$ cat config.mk
export PLATFORM = sky130hd
export DESIGN_NAME = i2c_addr_slave
export DESIGN_NICKNAME = d
export VERILOG_FILES = /design/src/rtl/i2c_sa_pkg.sv /design/src/rtl/i2c_sa_sync.sv /design/src/rtl/i2c_sa_regs.sv /design/src/rtl/i2c_sa_core.sv /design/src/rtl/i2c_addr_slave.sv
export SDC_FILE = /design/constraint.sdc
export NUM_CORES = 1
export LEC_CHECK = 0
export BUFFER_PORTS_ARGS = -buffer_cell sky130_fd_sc_hd__buf_2
export CORE_ASPECT_RATIO = 1.25
export CORE_MARGIN = 4
export CORE_UTILIZATION = 48
export DETAILED_ROUTE_END_ITERATION = 7
export GPL_TIMING_DRIVEN = 1
export PLACE_DENSITY = 0.68
export SKIP_CTS_REPAIR_TIMING = 1
export SLEW_MARGIN = 20
export SYNTH_ARGS = -nofsm -noshare
export SYNTH_HDL_FRONTEND = slang
export SYNTH_HIERARCHICAL = 1
export SYNTH_SLANG_ARGS = --single-unit
$ cat constraint.sdc
create_clock -name clk_i -period 4.7 [get_ports clk_i]
set_clock_uncertainty 0.1 [all_clocks]
set_input_delay 0.94 -clock clk_i [delete_from_list [all_inputs] [get_ports clk_i]]
set_output_delay 0.94 -clock clk_i [all_outputs]
set_load 0.005 [all_outputs]
$ cat src/rtl/i2c_sa_pkg.sv
package i2c_sa_pkg;
  localparam int BYTE_W  = 8;
  localparam int CNT_W   = $clog2(BYTE_W + 2);
  localparam int RADDR_W = 3;
  localparam int OWN_W   = 10;

  localparam logic [RADDR_W-1:0] RA_CTRL   = 3'd0;
  localparam logic [RADDR_W-1:0] RA_STAT   = 3'd1;
  localparam logic [RADDR_W-1:0] RA_OWN_LO = 3'd2;
  localparam logic [RADDR_W-1:0] RA_OWN_HI = 3'd3;
  localparam logic [RADDR_W-1:0] RA_DATA   = 3'd4;

  localparam logic [4:0] HDR10 = 5'b11110;

  typedef struct packed {
    logic dma;
    logic ten;
    logic gc;
    logic ie;
    logic ack;
  } ctrl_t;

  typedef enum logic [2:0] {S_IDLE, S_ADDR, S_ADDR2, S_RX, S_TX} st_e;
endpackage

$ cat src/rtl/i2c_sa_sync.sv
module i2c_sa_sync #(
  parameter int STAGES = 2
) (
  input  logic clk_i,
  input  logic rst_ni,
  input  logic scl_i,
  input  logic sda_i,
  output logic scl_o,
  output logic sda_o,
  output logic scl_rise_o,
  output logic scl_fall_o,
  output logic start_o,
  output logic stop_o
);
  localparam int LINES = 2;

  logic [LINES-1:0] line_in;
  logic [LINES-1:0] line_s;
  logic [LINES-1:0] line_d;

  assign line_in = {sda_i, scl_i};

  for (genvar g = 0; g < LINES; g++) begin : g_line
    logic [STAGES-1:0] q;
    always_ff @(posedge clk_i or negedge rst_ni) begin
      if (!rst_ni) begin
        q         <= '1;
        line_d[g] <= 1'b1;
      end else begin
        q         <= {q[STAGES-2:0], line_in[g]};
        line_d[g] <= q[STAGES-1];
      end
    end
    assign line_s[g] = q[STAGES-1];
  end

  assign scl_o      = line_s[0];
  assign sda_o      = line_s[1];
  assign scl_rise_o = line_s[0] & ~line_d[0];
  assign scl_fall_o = ~line_s[0] & line_d[0];
  assign start_o    = line_s[0] & line_d[0] & line_d[1] & ~line_s[1];
  assign stop_o     = line_s[0] & line_d[0] & ~line_d[1] & line_s[1];
endmodule

$ cat src/rtl/i2c_sa_regs.sv
module i2c_sa_regs
  import i2c_sa_pkg::*;
(
  input  logic               clk_i,
  input  logic               rst_ni,
  input  logic               we_i,
  input  logic [RADDR_W-1:0] addr_i,
  input  logic [BYTE_W-1:0]  wdata_i,
  output ctrl_t              ctrl_o,
  output logic [OWN_W-1:0]   own_o,
  output logic               armed_o,
  output logic               active_o
);
  logic [OWN_W-9:0]  own_hi;
  logic [BYTE_W-1:0] own_lo;

  always_ff @(posedge clk_i or negedge rst_ni) begin
    if (!rst_ni) begin
      ctrl_o   <= '0;
      armed_o  <= 1'b0;
      active_o <= 1'b0;
      own_lo   <= '0;
      own_hi   <= '0;
    end else if (we_i) begin
      unique case (addr_i)
        RA_CTRL: begin
          ctrl_o <= wdata_i[5:1];
          if (!wdata_i[0]) begin
            armed_o  <= 1'b0;
            active_o <= 1'b0;
          end else if (armed_o) begin
            active_o <= 1'b1;
          end else begin
            armed_o  <= 1'b1;
          end
        end
        RA_OWN_LO: own_lo <= wdata_i;
        RA_OWN_HI: own_hi <= wdata_i[OWN_W-9:0];
        default: ;
      endcase
    end
  end

  assign own_o = {own_hi, own_lo};
endmodule

$ cat src/rtl/i2c_sa_core.sv
module i2c_sa_core
  import i2c_sa_pkg::*;
(
  input  logic              clk_i,
  input  logic              rst_ni,
  input  logic              active_i,
  input  ctrl_t             ctrl_i,
  input  logic [OWN_W-1:0]  own_i,
  input  logic              sda_s_i,
  input  logic              scl_rise_i,
  input  logic              scl_fall_i,
  input  logic              start_i,
  input  logic              stop_i,
  input  logic              stat_rd_i,
  input  logic              data_rd_i,
  input  logic              data_wr_i,
  input  logic [BYTE_W-1:0] wdata_i,
  input  logic              dma_ack_i,
  input  logic [BYTE_W-1:0] dma_wdata_i,
  output logic              scl_oe_o,
  output logic              sda_oe_o,
  output logic              irq_o,
  output logic              dma_req_o,
  output logic              sel_o,
  output logic [BYTE_W-1:0] status_o,
  output logic [BYTE_W-1:0] rx_data_o
);
  localparam logic [CNT_W-1:0] LAST_BIT = CNT_W'(BYTE_W);
  localparam logic [CNT_W-1:0] ACK_BIT  = CNT_W'(BYTE_W + 1);

  st_e               state, nxt;
  logic [CNT_W-1:0]  bit_cnt;
  logic [BYTE_W-1:0] shreg, txsh, rx_buf;
  logic tx_valid, ack_slot, sel, ten_sel, gcall, dir, addr_evt, hold_dr, rx_full, mst_ack;

  logic a7_hit, gc_hit, hdr_hit, lo_hit, dma_fire;

  assign a7_hit   = !ctrl_i.ten && (shreg[7:1] == own_i[6:0]);
  assign gc_hit   = ctrl_i.gc && (shreg == '0);
  assign hdr_hit  = ctrl_i.ten && (shreg[7:1] == {HDR10, own_i[9:8]});
  assign lo_hit   = (shreg == own_i[7:0]);
  assign dma_fire = dma_req_o && dma_ack_i;

  always_ff @(posedge clk_i or negedge rst_ni) begin
    if (!rst_ni) begin
      state    <= S_IDLE;
      nxt      <= S_IDLE;
      bit_cnt  <= '0;
      shreg    <= '0;
      txsh     <= '0;
      rx_buf   <= '0;
      tx_valid <= 1'b0;
      ack_slot <= 1'b0;
      sel      <= 1'b0;
      ten_sel  <= 1'b0;
      gcall    <= 1'b0;
      dir      <= 1'b0;
      addr_evt <= 1'b0;
      hold_dr  <= 1'b0;
      rx_full  <= 1'b0;
      mst_ack  <= 1'b0;
    end else if (!active_i || stop_i) begin
      state    <= S_IDLE;
      bit_cnt  <= '0;
      ack_slot <= 1'b0;
      tx_valid <= 1'b0;
      hold_dr  <= 1'b0;
      addr_evt <= 1'b0;
      sel      <= 1'b0;
      ten_sel  <= 1'b0;
      gcall    <= 1'b0;
    end else if (start_i) begin
      state    <= S_ADDR;
      bit_cnt  <= '0;
      ack_slot <= 1'b0;
      tx_valid <= 1'b0;
      hold_dr  <= 1'b0;
    end else begin
      // host / DMA side
      if (stat_rd_i) addr_evt <= 1'b0;
      if (data_rd_i || (dma_fire && state == S_RX)) begin
        rx_full <= 1'b0;
        if (state == S_RX) hold_dr <= 1'b0;
      end
      if (state == S_TX && hold_dr && (data_wr_i || dma_fire)) begin
        txsh     <= dma_fire ? dma_wdata_i : wdata_i;
        tx_valid <= 1'b1;
        hold_dr  <= 1'b0;
      end
      // bus side
      if (scl_rise_i && state != S_IDLE) begin
        if (bit_cnt < LAST_BIT) begin
          shreg   <= {shreg[BYTE_W-2:0], sda_s_i};
          bit_cnt <= bit_cnt + 1'b1;
        end else if (bit_cnt == LAST_BIT) begin
          bit_cnt <= ACK_BIT;
          mst_ack <= !sda_s_i;
        end
      end
      if (scl_fall_i && state != S_IDLE) begin
        if (bit_cnt == LAST_BIT) begin
          unique case (state)
            S_ADDR: begin
              if (gc_hit || a7_hit) begin
                sel      <= 1'b1;
                gcall    <= gc_hit;
                dir      <= shreg[0] && !gc_hit;
                addr_evt <= 1'b1;
                ack_slot <= ctrl_i.ack;
                ten_sel  <= 1'b0;
                nxt      <= (shreg[0] && !gc_hit) ? S_TX : S_RX;
              end else if (hdr_hit && !shreg[0]) begin
                ack_slot <= ctrl_i.ack;
                sel      <= 1'b0;
                ten_sel  <= 1'b0;
                nxt      <= S_ADDR2;
              end else if (hdr_hit && ten_sel) begin
                sel      <= 1'b1;
                gcall    <= 1'b0;
                dir      <= 1'b1;
                addr_evt <= 1'b1;
                ack_slot <= ctrl_i.ack;
                nxt      <= S_TX;
              end else begin
                state   <= S_IDLE;
                sel     <= 1'b0;
                ten_sel <= 1'b0;
                bit_cnt <= '0;
              end
            end
            S_ADDR2: begin
              if (lo_hit) begin
                sel      <= 1'b1;
                ten_sel  <= 1'b1;
                gcall    <= 1'b0;
                dir      <= 1'b0;
                addr_evt <= 1'b1;
                ack_slot <= ctrl_i.ack;
                nxt      <= S_RX;
              end else begin
                state   <= S_IDLE;
                sel     <= 1'b0;
                bit_cnt <= '0;
              end
            end
            S_RX: begin
              rx_buf   <= shreg;
              rx_full  <= 1'b1;
              ack_slot <= ctrl_i.ack;
            end
            S_TX: tx_valid <= 1'b0;
            default: ;
          endcase
        end else if (bit_cnt == ACK_BIT) begin
          ack_slot <= 1'b0;
          bit_cnt  <= '0;
          unique case (state)
            S_ADDR, S_ADDR2: begin
              state <= nxt;
              if (nxt == S_TX) hold_dr <= 1'b1;
            end
            S_RX: hold_dr <= 1'b1;
            S_TX: begin
              if (mst_ack) hold_dr <= 1'b1;
              else state <= S_IDLE;
            end
            default: ;
          endcase
        end else if (state == S_TX && bit_cnt != '0) begin
          txsh <= {txsh[BYTE_W-2:0], 1'b0};
        end
      end
    end
  end

  assign scl_oe_o  = active_i && (hold_dr ||
                     (addr_evt && bit_cnt == '0 && (state == S_RX || state == S_TX)));
  assign sda_oe_o  = active_i && (ack_slot || (state == S_TX && tx_valid && !txsh[BYTE_W-1]));
  assign irq_o     = active_i && ctrl_i.ie && addr_evt;
  assign dma_req_o = active_i && ctrl_i.dma && hold_dr && !addr_evt;
  assign sel_o     = sel;
  assign status_o  = {3'b000, addr_evt, dir, rx_full, gcall, sel};
  assign rx_data_o = rx_buf;
endmodule

$ cat src/rtl/i2c_addr_slave.sv
module i2c_addr_slave
  import i2c_sa_pkg::*;
#(
  parameter int SYNC_STAGES = 2
) (
  input  logic        clk_i,
  input  logic        rst_ni,
  input  logic        scl_i,
  input  logic        sda_i,
  output logic        scl_oe_o,
  output logic        sda_oe_o,
  input  logic        reg_we_i,
  input  logic        reg_re_i,
  input  logic [2:0]  reg_addr_i,
  input  logic [7:0]  reg_wdata_i,
  output logic [7:0]  reg_rdata_o,
  output logic        irq_o,
  output logic        dma_req_o,
  input  logic        dma_ack_i,
  input  logic [7:0]  dma_wdata_i,
  output logic [7:0]  dma_rdata_o
);
  ctrl_t             ctrl;
  logic [OWN_W-1:0]  own;
  logic              armed, active;
  logic              scl_s, sda_s, scl_rise, scl_fall, start_det, stop_det;
  logic              sel;
  logic [BYTE_W-1:0] status, rx_data;

  i2c_sa_sync #(.STAGES(SYNC_STAGES)) u_sync (
    .clk_i, .rst_ni, .scl_i, .sda_i,
    .scl_o(scl_s), .sda_o(sda_s), .scl_rise_o(scl_rise), .scl_fall_o(scl_fall),
    .start_o(start_det), .stop_o(stop_det)
  );

  i2c_sa_regs u_regs (
    .clk_i, .rst_ni, .we_i(reg_we_i), .addr_i(reg_addr_i), .wdata_i(reg_wdata_i),
    .ctrl_o(ctrl), .own_o(own), .armed_o(armed), .active_o(active)
  );

  i2c_sa_core u_core (
    .clk_i, .rst_ni, .active_i(active), .ctrl_i(ctrl), .own_i(own),
    .sda_s_i(sda_s), .scl_rise_i(scl_rise), .scl_fall_i(scl_fall),
    .start_i(start_det), .stop_i(stop_det),
    .stat_rd_i(reg_re_i && reg_addr_i == RA_STAT),
    .data_rd_i(reg_re_i && reg_addr_i == RA_DATA),
    .data_wr_i(reg_we_i && reg_addr_i == RA_DATA),
    .wdata_i(reg_wdata_i), .dma_ack_i, .dma_wdata_i,
    .scl_oe_o, .sda_oe_o, .irq_o, .dma_req_o, .sel_o(sel),
    .status_o(status), .rx_data_o(rx_data)
  );

  always_comb begin
    unique case (reg_addr_i)
      RA_CTRL:   reg_rdata_o = {1'b0, active, ctrl, armed};
      RA_STAT:   reg_rdata_o = status;
      RA_OWN_LO: reg_rdata_o = own[7:0];
      RA_OWN_HI: reg_rdata_o = {6'b0, own[9:8]};
      RA_DATA:   reg_rdata_o = rx_data;
      default:   reg_rdata_o = '0;
    endcase
  end

  assign dma_rdata_o = rx_data;
endmodule

==> results of run 1 <==
[report_power, final]
part	internal, mW	total (mW)	switching [mW]
Clock	0.327	0.549	0.222
Sequential	0.615	0.677	0.0616
Combinational	0.106	0.225	0.119
Total	1.05	1.45	0.403
[final timing paths]
path | from | endpoint | slack [ps] | depth (start not counted)
max | reg_addr_i[2] | reg_rdata_o[3] | 1460 | 5
max reg2reg | u_sync/g_line[1].q[1] | u_core/rx_data_o[3] | 1850 | 5
min | u_sync/g_line[0].q[0] | u_sync/g_line[0].q[1] | 260 | 0
min reg2reg | u_sync/g_line[0].q[0] | u_sync/g_line[0].q[1] | 260 | 0
max in group asynchronous | rst_ni | u_core/nxt[1] | 2970 | 2
min in group asynchronous | rst_ni | u_regs/armed_o | 610 | 1
[worst reg2reg max path, cell delays in order (launching register included)]
cell and delay, ps:
dfstp_2 580, and4b_1 270, or3b_1 560, nor2_1 310, and3_1 530, mux2_1 390
[cell usage in the layout (no fill, tap or decap), drive strengths merged, types with 12 or more instances in the layout]
cell type	instances
buf	46
clkbuf	12
a21oi	19
nand2	26
nor2	28
mux2	37
nand3	12
dfrtp	61
o21ai	22
[stage by stage]
step	total power, mW	std cells	setup WS (ps)	hold WS, ps
after global placement	0.904	499	1610	246
after detailed placement	0.911	499	1490	249
after floorplan	0.829	389	2000	245
after CTS	1.46	515	1490	259
after global routing	1.51	515	1370	260
final	1.45	515	1460	257
[logic make-up (layout without fill, tap and decap cells)]
family / after synthesis / count (layout) / share of synthesized area
multiplexers: 47 / 47 / 0.132
AND/OR/NAND/NOR: 129 / 129 / 0.192
buffers and inverters: 40 / 71 / 0.0608
adder cells (fa/ha/maj): 3 / 3 / 0.00951
other: 1 / 3 / 0.000950
AO/OA/AOI/OAI: 82 / 82 / 0.138
flip-flops: 67 / 67 / 0.426
XOR/XNOR: 18 / 18 / 0.0399
[layout make-up]
cell class	count	area, µm²	area share
clock buffer	12	155	0.0358
clock inverter	4	72.6	0.0168
inverter	9	33.8	0.00780
multi-input combinational	282	2030	0.469
sequential	67	1680	0.389
tap	95	119	0.0275
timing repair buffer	46	233	0.0538
[cells in the mapped netlist (2+ instances only)]
cell type,number
dfrtp_1,61
o21ai_0,8
nor4_1,6
nor2_1,27
xor2_1,10
dfstp_2,6
buf_4,11
a31oi_1,2
a22o_1,2
nand4b_1,3
mux2_2,19
nand4_1,7
buf_6,5
a222oi_1,4
o211ai_1,4
ha_1,3
buf_2,9
a22oi_1,7
a21oi_1,19
and2_1,2
nand3_1,11
mux2i_1,10
mux2_1,17
inv_1,8
o21a_1,4
nor3b_1,2
or2_2,2
nand2b_1,5
and3b_1,4
and3_1,4
o21ai_1,14
xnor2_1,8
nor3_1,4
nor2b_1,10
o211a_1,2
and4b_1,4
o22ai_1,3
a21o_1,3
clkbuf_1,6
nand2_1,26
[metal layers]
layer	global-route usage	up-vias	wire length [µm]
li1	-	1447	-
met1	0.252	1482	4150
met2	0.344	67	4620
met3	0.0420	23	337
met4	0.0968	0	303
met5	0	-	0
[sequential cells by signal, indices dropped and copies added, names as in the netlist, 2 cells and up]
signal	cells
u_regs/own_lo	8
u_regs/own_hi	2
u_sync/line_d	2
u_core/shreg	8
u_core/nxt	3
u_core/state	3
u_regs/ctrl_o	5
u_core/txsh	8
u_core/bit_cnt	4
u_core/rx_data_o	8
u_sync/g_line.q	4
==> impl_results.md, run 1 <==
- Outcome: finished clean
- Maximum root-to-sink buffer count: 2
- Via count: 3,019
- Total clock sinks: 67
- Sequential area share after synthesis: 0.426
- Number of nets in the layout: 444
- Clock-pin slew on the worst setup and hold paths: around 60 ps
- Placeable core area: ~0.0079 mm²
- Final RePlAce weighted congestion: around 0.93
- Kind of end point of the critical path: output pin
- CP Max Fanout: 10
- Number of different library cells in the post-synthesis netlist: 65
- Async S/R FF share, synth: 1.00
- Worst path arrival time: between 2000 and 2500 ps
- Proportion of netlist area held by the largest area contributor: 0.387
- Setup tns final: 0 ps
- Starting utilization of the core area: 0.498
- Worst-Margin Slew: roughly 900 ps
- Initial antenna violation count: 0
- Number of hold violations in the final report: 0
- Routed wire length: approximately 9.4 mm
- Vias in the first global route: 3,009
- WL per Instance: around 18 µm
- Cell-by-cell listing of the critical path: buf_2 > nor2b_1 > a222oi_1 > o21ai_1 > buf_2
- Antenna viol nets, final: 0
- Synthesized area per cell: roughly 10 µm²
- Fraction of the core area covered by cells at the end of the flow: 0.546
- Per-cell via count in the routed design: roughly 6
- Row count: 36
- Worst endpoint required time: ~3700 ps
- Die width: slightly below 90 µm
- Critical path's most frequent cell: buf_2
- Worst-case headroom to the max-slew limit: 0.388
- H-tree levels: 3
- Half-perimeter wire length after placement: 7.05 mm
- Worst VDD drop: between 0.2 and 0.25 mV
- Master of the slowest instance on the critical path: nor2b_1
- Start-to-end type of the worst setup path: input pin to output pin
- Fill cell instance count of the final layout: roughly 730
- Die span in y: approximately 110 µm
- Boundary pin count: between 40 and 50
- Final setup violation count: 0
- Clk_lat worst skew: approximately 350 ps
- Power density cells: approximately 340 mW/mm²
- Number of buffers created by CTS: 9
- Top Family by Delay on Critical Path: simple AND/OR/NAND/NOR gates
- Total Die Area: slightly below 0.01 mm²
- Fmax achieved: between 300 and 400 MHz
- Combined global-route utilization of all metal layers: 0.206
- Residual DRC count: 0
- Minimum clock period after layout: approximately 3200 ps
- Number of antenna cells inserted: 0
- Number of cells produced by synthesis: between 300 and 400
- Number of max-cap violations: 0
- Wire length of the first global-routing pass: approximately 15 mm
- Final worst path period share: 0.688
- Top cells by area in the synthesized netlist: dfrtp_1, mux2_2, mux2_1
- Dominant cell type by area after synthesis: dfrtp_1
- Count of buffering cells on the critical path with inverters included: 2
- Worst min path class: register to register
- Max-slew violation count: 0
- Buffers on Ports: 45
- Synthesis-stage register bit count: 67
- Maximum number of pins on one net before global-route repair: 42
- Flip-flop cell with the highest count after synthesis: dfrtp_1
- Count of synthesis-stage warnings from yosys: 6
- Total overflow reported by the global router: 0
- Critical Path Max Stage Delay: 540 ps
- Final cell area excluding filler cells: between 0.004 and 0.005 mm²
- CTS Root Buffer Type: clkbuf_8
- Share of layout cells above drive strength 1: 0.236
- Startpoint type of the worst setup path: input pin
- Post-synthesis to final-layout area growth: 9.63%
- Post-synthesis instance area: slightly below 0.004 mm²
- CTS tree: done
- Unrepaired setup endpoints after global routing: no
- Number of flops mapped to enable cells by yosys: 0
- Number of detailed-route iterations in the first pass: 4
- Iter 0 DRT Violations: roughly 160
- Leak pwr: a little over 2 nW
- Post-DP Area: about 0.004 mm²
Note: power is estimated with default switching activity, not from simulation.
==> inputs of run 2 (changes only) <==
==> constraint.sdc (replaced) <==
create_clock -name clk_i -period 3.25 [get_ports clk_i]
set_clock_uncertainty 0.1 [all_clocks]
set_input_delay 0.65 -clock clk_i [delete_from_list [all_inputs] [get_ports clk_i]]
set_output_delay 0.65 -clock clk_i [all_outputs]
set_load 0.005 [all_outputs]
==> impl_results.md, run 2 (synthesized netlist as in run 1, its figures left out) <==
- Outcome: finished clean
- Worst min path class: input pin to asynchronous set/reset pin
- WL per Instance: around 18 µm
- Number of detailed-route iterations in the first pass: 5
- Vias in the first global route: about 2,900
- Buffers on Ports: 45
- Clk_lat worst skew: ~360 ps
- Worst-Margin Slew: 871 ps
- Boundary pin count: 46
- Start-to-end type of the worst setup path: register to output pin
- Kind of end point of the critical path: output pin
- Routed wire length: around 9.4 mm
- Maximum root-to-sink buffer count: 2
- Per-cell via count in the routed design: 5.89
- Startpoint type of the worst setup path: register
- H-tree levels: 3
- Number of max-cap violations: 0
- Maximum number of pins on one net before global-route repair: 34
- Master of the slowest instance on the critical path: dfrtp_1
- Most used cells in the layout excluding fill and tap cells: dfrtp_1, buf_2, nor2_1
- Number of antenna cells inserted: 0
- Starting utilization of the core area: 0.498
- Placeable core area: slightly below 0.008 mm²
- Worst path arrival time: between 2000 and 2500 ps
- Final worst path period share: 0.856
- Final hold slack: ~240 ps
- Cell-by-cell listing of the critical path: nor3b_4 > nor2_1 > nor4_1 > o21a_1 > buf_2
- Wire length of the first global-routing pass: around 15 mm
- Residual DRC count: 0
- Via count: approximately 3,100
- Total Die Area: 0.00975 mm²
- Minimum clock period after layout: between 2000 and 3000 ps
- Die span in y: 109 µm
- Top Family by Delay on Critical Path: simple AND/OR/NAND/NOR gates
- Leading cell type in the layout, fill and taps excluded: dfrtp_1
- Critical Path Max Stage Delay: about 530 ps
- Unrepaired setup endpoints after global routing: no
- Iter 0 DRT Violations: ~180
- Worst endpoint required time: about 2500 ps
- Number of buffers created by CTS: 9
- CTS tree: done
- Worst-case headroom to the max-slew limit: 0.415
- Number of nets in the layout: around 450
- Final RePlAce weighted congestion: just over 0.9
- Antenna viol nets, final: 0
- Combined global-route utilization of all metal layers: 0.208
- Setup tns final: 0 ps
- Max-slew violation count: 0
- Number of hold violations in the final report: 0
- Half-perimeter wire length after placement: ~7.2 mm
- Fmax achieved: between 300 and 400 MHz
- Total clock sinks: 67
- Power density cells: about 470 mW/mm²
- Initial antenna violation count: 0
- Leak pwr: 2.03 nW
- Row count: 36
- CTS Root Buffer Type: clkbuf_8
- Share of layout cells above drive strength 1: 0.245
- Fill cell instance count of the final layout: 731
- Count of buffering cells on the critical path with inverters included: 1
- Final setup violation count: 0
- Total overflow reported by the global router: 0
- CP Max Fanout: 10
- Die width: between 80 and 90 µm
- Post-synthesis to final-layout area growth: 9.73%
- Worst VDD drop: approximately 0.38 mV
- Clock-pin slew on the worst setup and hold paths: 70 ps
-- run 2: final cells by class --
cell class	count	area, µm²	area share
well taps	95	119	0.0274
multi-input cells	282	2030	0.469
flip-flops and latches	67	1680	0.389
clock inverters	6	63.8	0.0147
repair buffers	50	263	0.0606
inverters	9	33.8	0.00780
clock buffers	10	138	0.0318
-- run 2: power breakdown --
group	total (mW)	internal (mW)	switching, mW
sequential	0.974	0.890	0.0844
clock	0.705	0.374	0.330
combinational	0.346	0.164	0.182
-- run 2: per-stage QoR --
step	area [µm²]	instances	setup WS (ps)	util	power, mW
floorplan	3960	389	898	-	1.20
global route	4330	519	322	0.547	2.12
CTS	4330	519	477	0.547	2.04
detailed placement	4130	503	471	0.521	1.33
global placement	4130	503	523	0.521	1.33
finish	4330	519	466	0.547	2.02
-- run 2: layer usage --
metal	up-vias	GRT usage	share of wire
met4	0	0.102	0.031
li1	1456	-	-
met3	22	0.0480	0.058
met2	99	0.341	0.50
met5	-	0	0
met1	1479	0.254	0.41
-- run 2: final timing paths --
| check | startpoint | to | slack [ps] | depth (start not counted) |
|---|---|---|---|---|
| worst max-delay path | u_core/state[2] | scl_oe_o | 470 | 5 |
| worst min-delay path | rst_ni | u_regs/ctrl_o[1] | 240 | 1 |
| worst max register to register | u_sync/g_line[1].q[1] | u_core/state[0] | 540 | 7 |
| worst min register to register | u_sync/g_line[0].q[0] | u_sync/g_line[0].q[1] | 260 | 0 |
| max in group asynchronous | rst_ni | u_sync/g_line[0].q[0] | 1980 | 2 |
| min in group clk_i | u_sync/g_line[0].q[0] | u_sync/g_line[0].q[1] | 260 | 0 |
==> inputs of run 3 (changes only) <==
--- a/config.mk
+++ b/config.mk
@@ -5,13 +5,13 @@
 export SDC_FILE = /design/constraint.sdc
 export NUM_CORES = 1
 export LEC_CHECK = 0
-export BUFFER_PORTS_ARGS = -buffer_cell sky130_fd_sc_hd__buf_2
 export CORE_ASPECT_RATIO = 1.25
 export CORE_MARGIN = 4
 export CORE_UTILIZATION = 48
 export DETAILED_ROUTE_END_ITERATION = 7
+export DONT_BUFFER_PORTS = 1
 export GPL_TIMING_DRIVEN = 1
-export PLACE_DENSITY = 0.68
+export PLACE_DENSITY = 0.63
 export SKIP_CTS_REPAIR_TIMING = 1
 export SLEW_MARGIN = 20
 export SYNTH_ARGS = -nofsm -noshare
==> impl_results.md, run 3 (synthesized netlist as in run 1, its figures left out) <==
- Outcome: finished clean
- Master of the slowest instance on the critical path: dfstp_2
- Leading cell type in the layout, fill and taps excluded: dfrtp_1
- Count of buffering cells on the critical path with inverters included: 0
- Maximum root-to-sink buffer count: 2
- Residual DRC count: 0
- Post-synthesis to final-layout area growth: 4.15%
- Iter 0 DRT Violations: approximately 190
- Combined global-route utilization of all metal layers: 0.204
- Register Area: between 0.0015 and 0.002 mm²
- Clk_lat worst skew: about 350 ps
- Clock-pin slew on the worst setup and hold paths: ~70 ps
- Die width: approximately 90 µm
- Starting utilization of the core area: 0.498
- Buffers on Ports: 0
- Via count: between 2,000 and 3,000
- Vias in the first global route: ~2,800
- Initial antenna violation count: 0
- Number of max-cap violations: 0
- Total overflow reported by the global router: 0
- Number of detailed-route iterations in the first pass: 4
- Worst VDD drop: approximately 0.37 mV
- Number of buffers created by CTS: 9
- Placeable core area: roughly 0.0079 mm²
- Die span in y: between 100 and 150 µm
- Power density cells: around 480 mW/mm²
- Final worst path period share: 0.840
- Worst-Margin Slew: roughly 610 ps
- Row count: 36
- Half-perimeter wire length after placement: slightly below 7 mm
- Most used cells in the layout excluding fill and tap cells: dfrtp_1, nor2_1, nand2_1
- Fraction of the core area covered by cells at the end of the flow: 0.519
- Final setup violation count: 0
- Startpoint type of the worst setup path: register
- Cell-by-cell listing of the critical path: and4b_1 > or3b_1 > nor2_1 > and3_1 > mux2_1
- Wire length of the first global-routing pass: between 15 and 20 mm
- Minimum clock period after layout: 2730 ps
- Worst min path class: input pin to asynchronous set/reset pin
- Fmax achieved: between 300 and 400 MHz
- Boundary pin count: 46
- Area taken by multi-input logic gates: a little over 0.002 mm²
- Worst path arrival time: 2850 ps
- Worst endpoint required time: 3370 ps
- Start-to-end type of the worst setup path: register to register
- CTS Root Buffer Type: clkbuf_8
- Final RePlAce weighted congestion: a little over 0.9
- Met2 demand-to-capacity share in global routing: 0.324
- Internal reg-to-reg setup slack: ~520 ps
- H-tree levels: 3
- WL per Instance: a little over 20 µm
- Number of hold violations in the final report: 0
- Antenna viol nets, final: 0
- Routed wire length: between 9 and 10 mm
- Unrepaired setup endpoints after global routing: no
- Met3 Track Usage GR: 0.0487
- Top Family by Delay on Critical Path: simple AND/OR/NAND/NOR gates
- Number of antenna cells inserted: 0
- Grt met1 use: 0.267
- Leak pwr: ~1.8 nW
- Max-slew violation count: 0
- Maximum number of pins on one net before global-route repair: 68
- Fill cell instance count of the final layout: about 730
- Setup tns final: 0 ps
- Share of layout cells above drive strength 1: 0.151
- CP Max Fanout: 10
- Kind of end point of the critical path: register
- CTS tree: done
- Layer with the highest usage: met2
- Number of nets in the layout: 402
- Per-cell via count in the routed design: 6.17
- Critical Path Max Stage Delay: 580 ps
- Total clock sinks: 67
- Total Die Area: around 0.0098 mm²
- Worst-case headroom to the max-slew limit: 0.594
run 3: cell count changes in the layout (fill, tap and decap cells not counted), sizes merged:
cell      delta
clkinv       +1
clkinvlp     -1
inv          -1
clkbuf       +1
buf         -46
run 3: stage by stage:
step	area (µm²)	hold slack, ps	std cells	power (mW)	worst slack, ps
after floorplan	3960	245	389	1.20	898
after global placement	3890	246	456	1.27	660
after detailed placement	3890	249	456	1.28	551
after CTS	4090	-127	472	1.97	539
after global routing	4110	17.3	473	2.08	400
final	4110	51.6	473	1.97	519
run 3: final cells by class:
type                       instances  area share
multi-input combinational        282       0.494
sequential                        67       0.409
clock buffer                      11      0.0344
tap                               95      0.0289
clock inverter                     5      0.0128
timing repair buffer               4      0.0122
inverter                           9     0.00821
run 3: worst register-to-register path, delay by kind of cell, from the launching register on:
kind          cells  cell delay, ps
flops             1             580
mux               1             380
simple gates      4            1560
run 3: path summary, 6_finish.rpt:
| check | from | to | depth (start not counted) |
|---|---|---|---|
| hold / removal | rst_ni | u_sync/line_d[1] | 0 |
| setup / recovery | u_sync/g_line[1].q[1] | u_core/rx_data_o[5] | 5 |
| hold reg to reg | u_sync/g_line[0].q[0] | u_sync/g_line[0].q[1] | 0 |
| min in group clk_i | sda_i | u_sync/g_line[1].q[0] | 0 |
| setup reg to reg | u_sync/g_line[1].q[1] | u_core/rx_data_o[5] | 5 |
| max in group asynchronous | rst_ni | u_core/state[2] | 1 |
run 3: metal layers:
metal / part of all wire / vias to the layer above
met5: 0 / -
met4: 0.026 / 0
met3: 0.055 / 17
met2: 0.48 / 85
met1: 0.44 / 1453
li1: - / 1364
run 3: report_power, final:
part,internal (mW),total [mW],switching [mW]
clock,0.372,0.690,0.318
sequential,0.890,0.971,0.0814
combinational,0.146,0.310,0.164
total,1.41,1.97,0.563
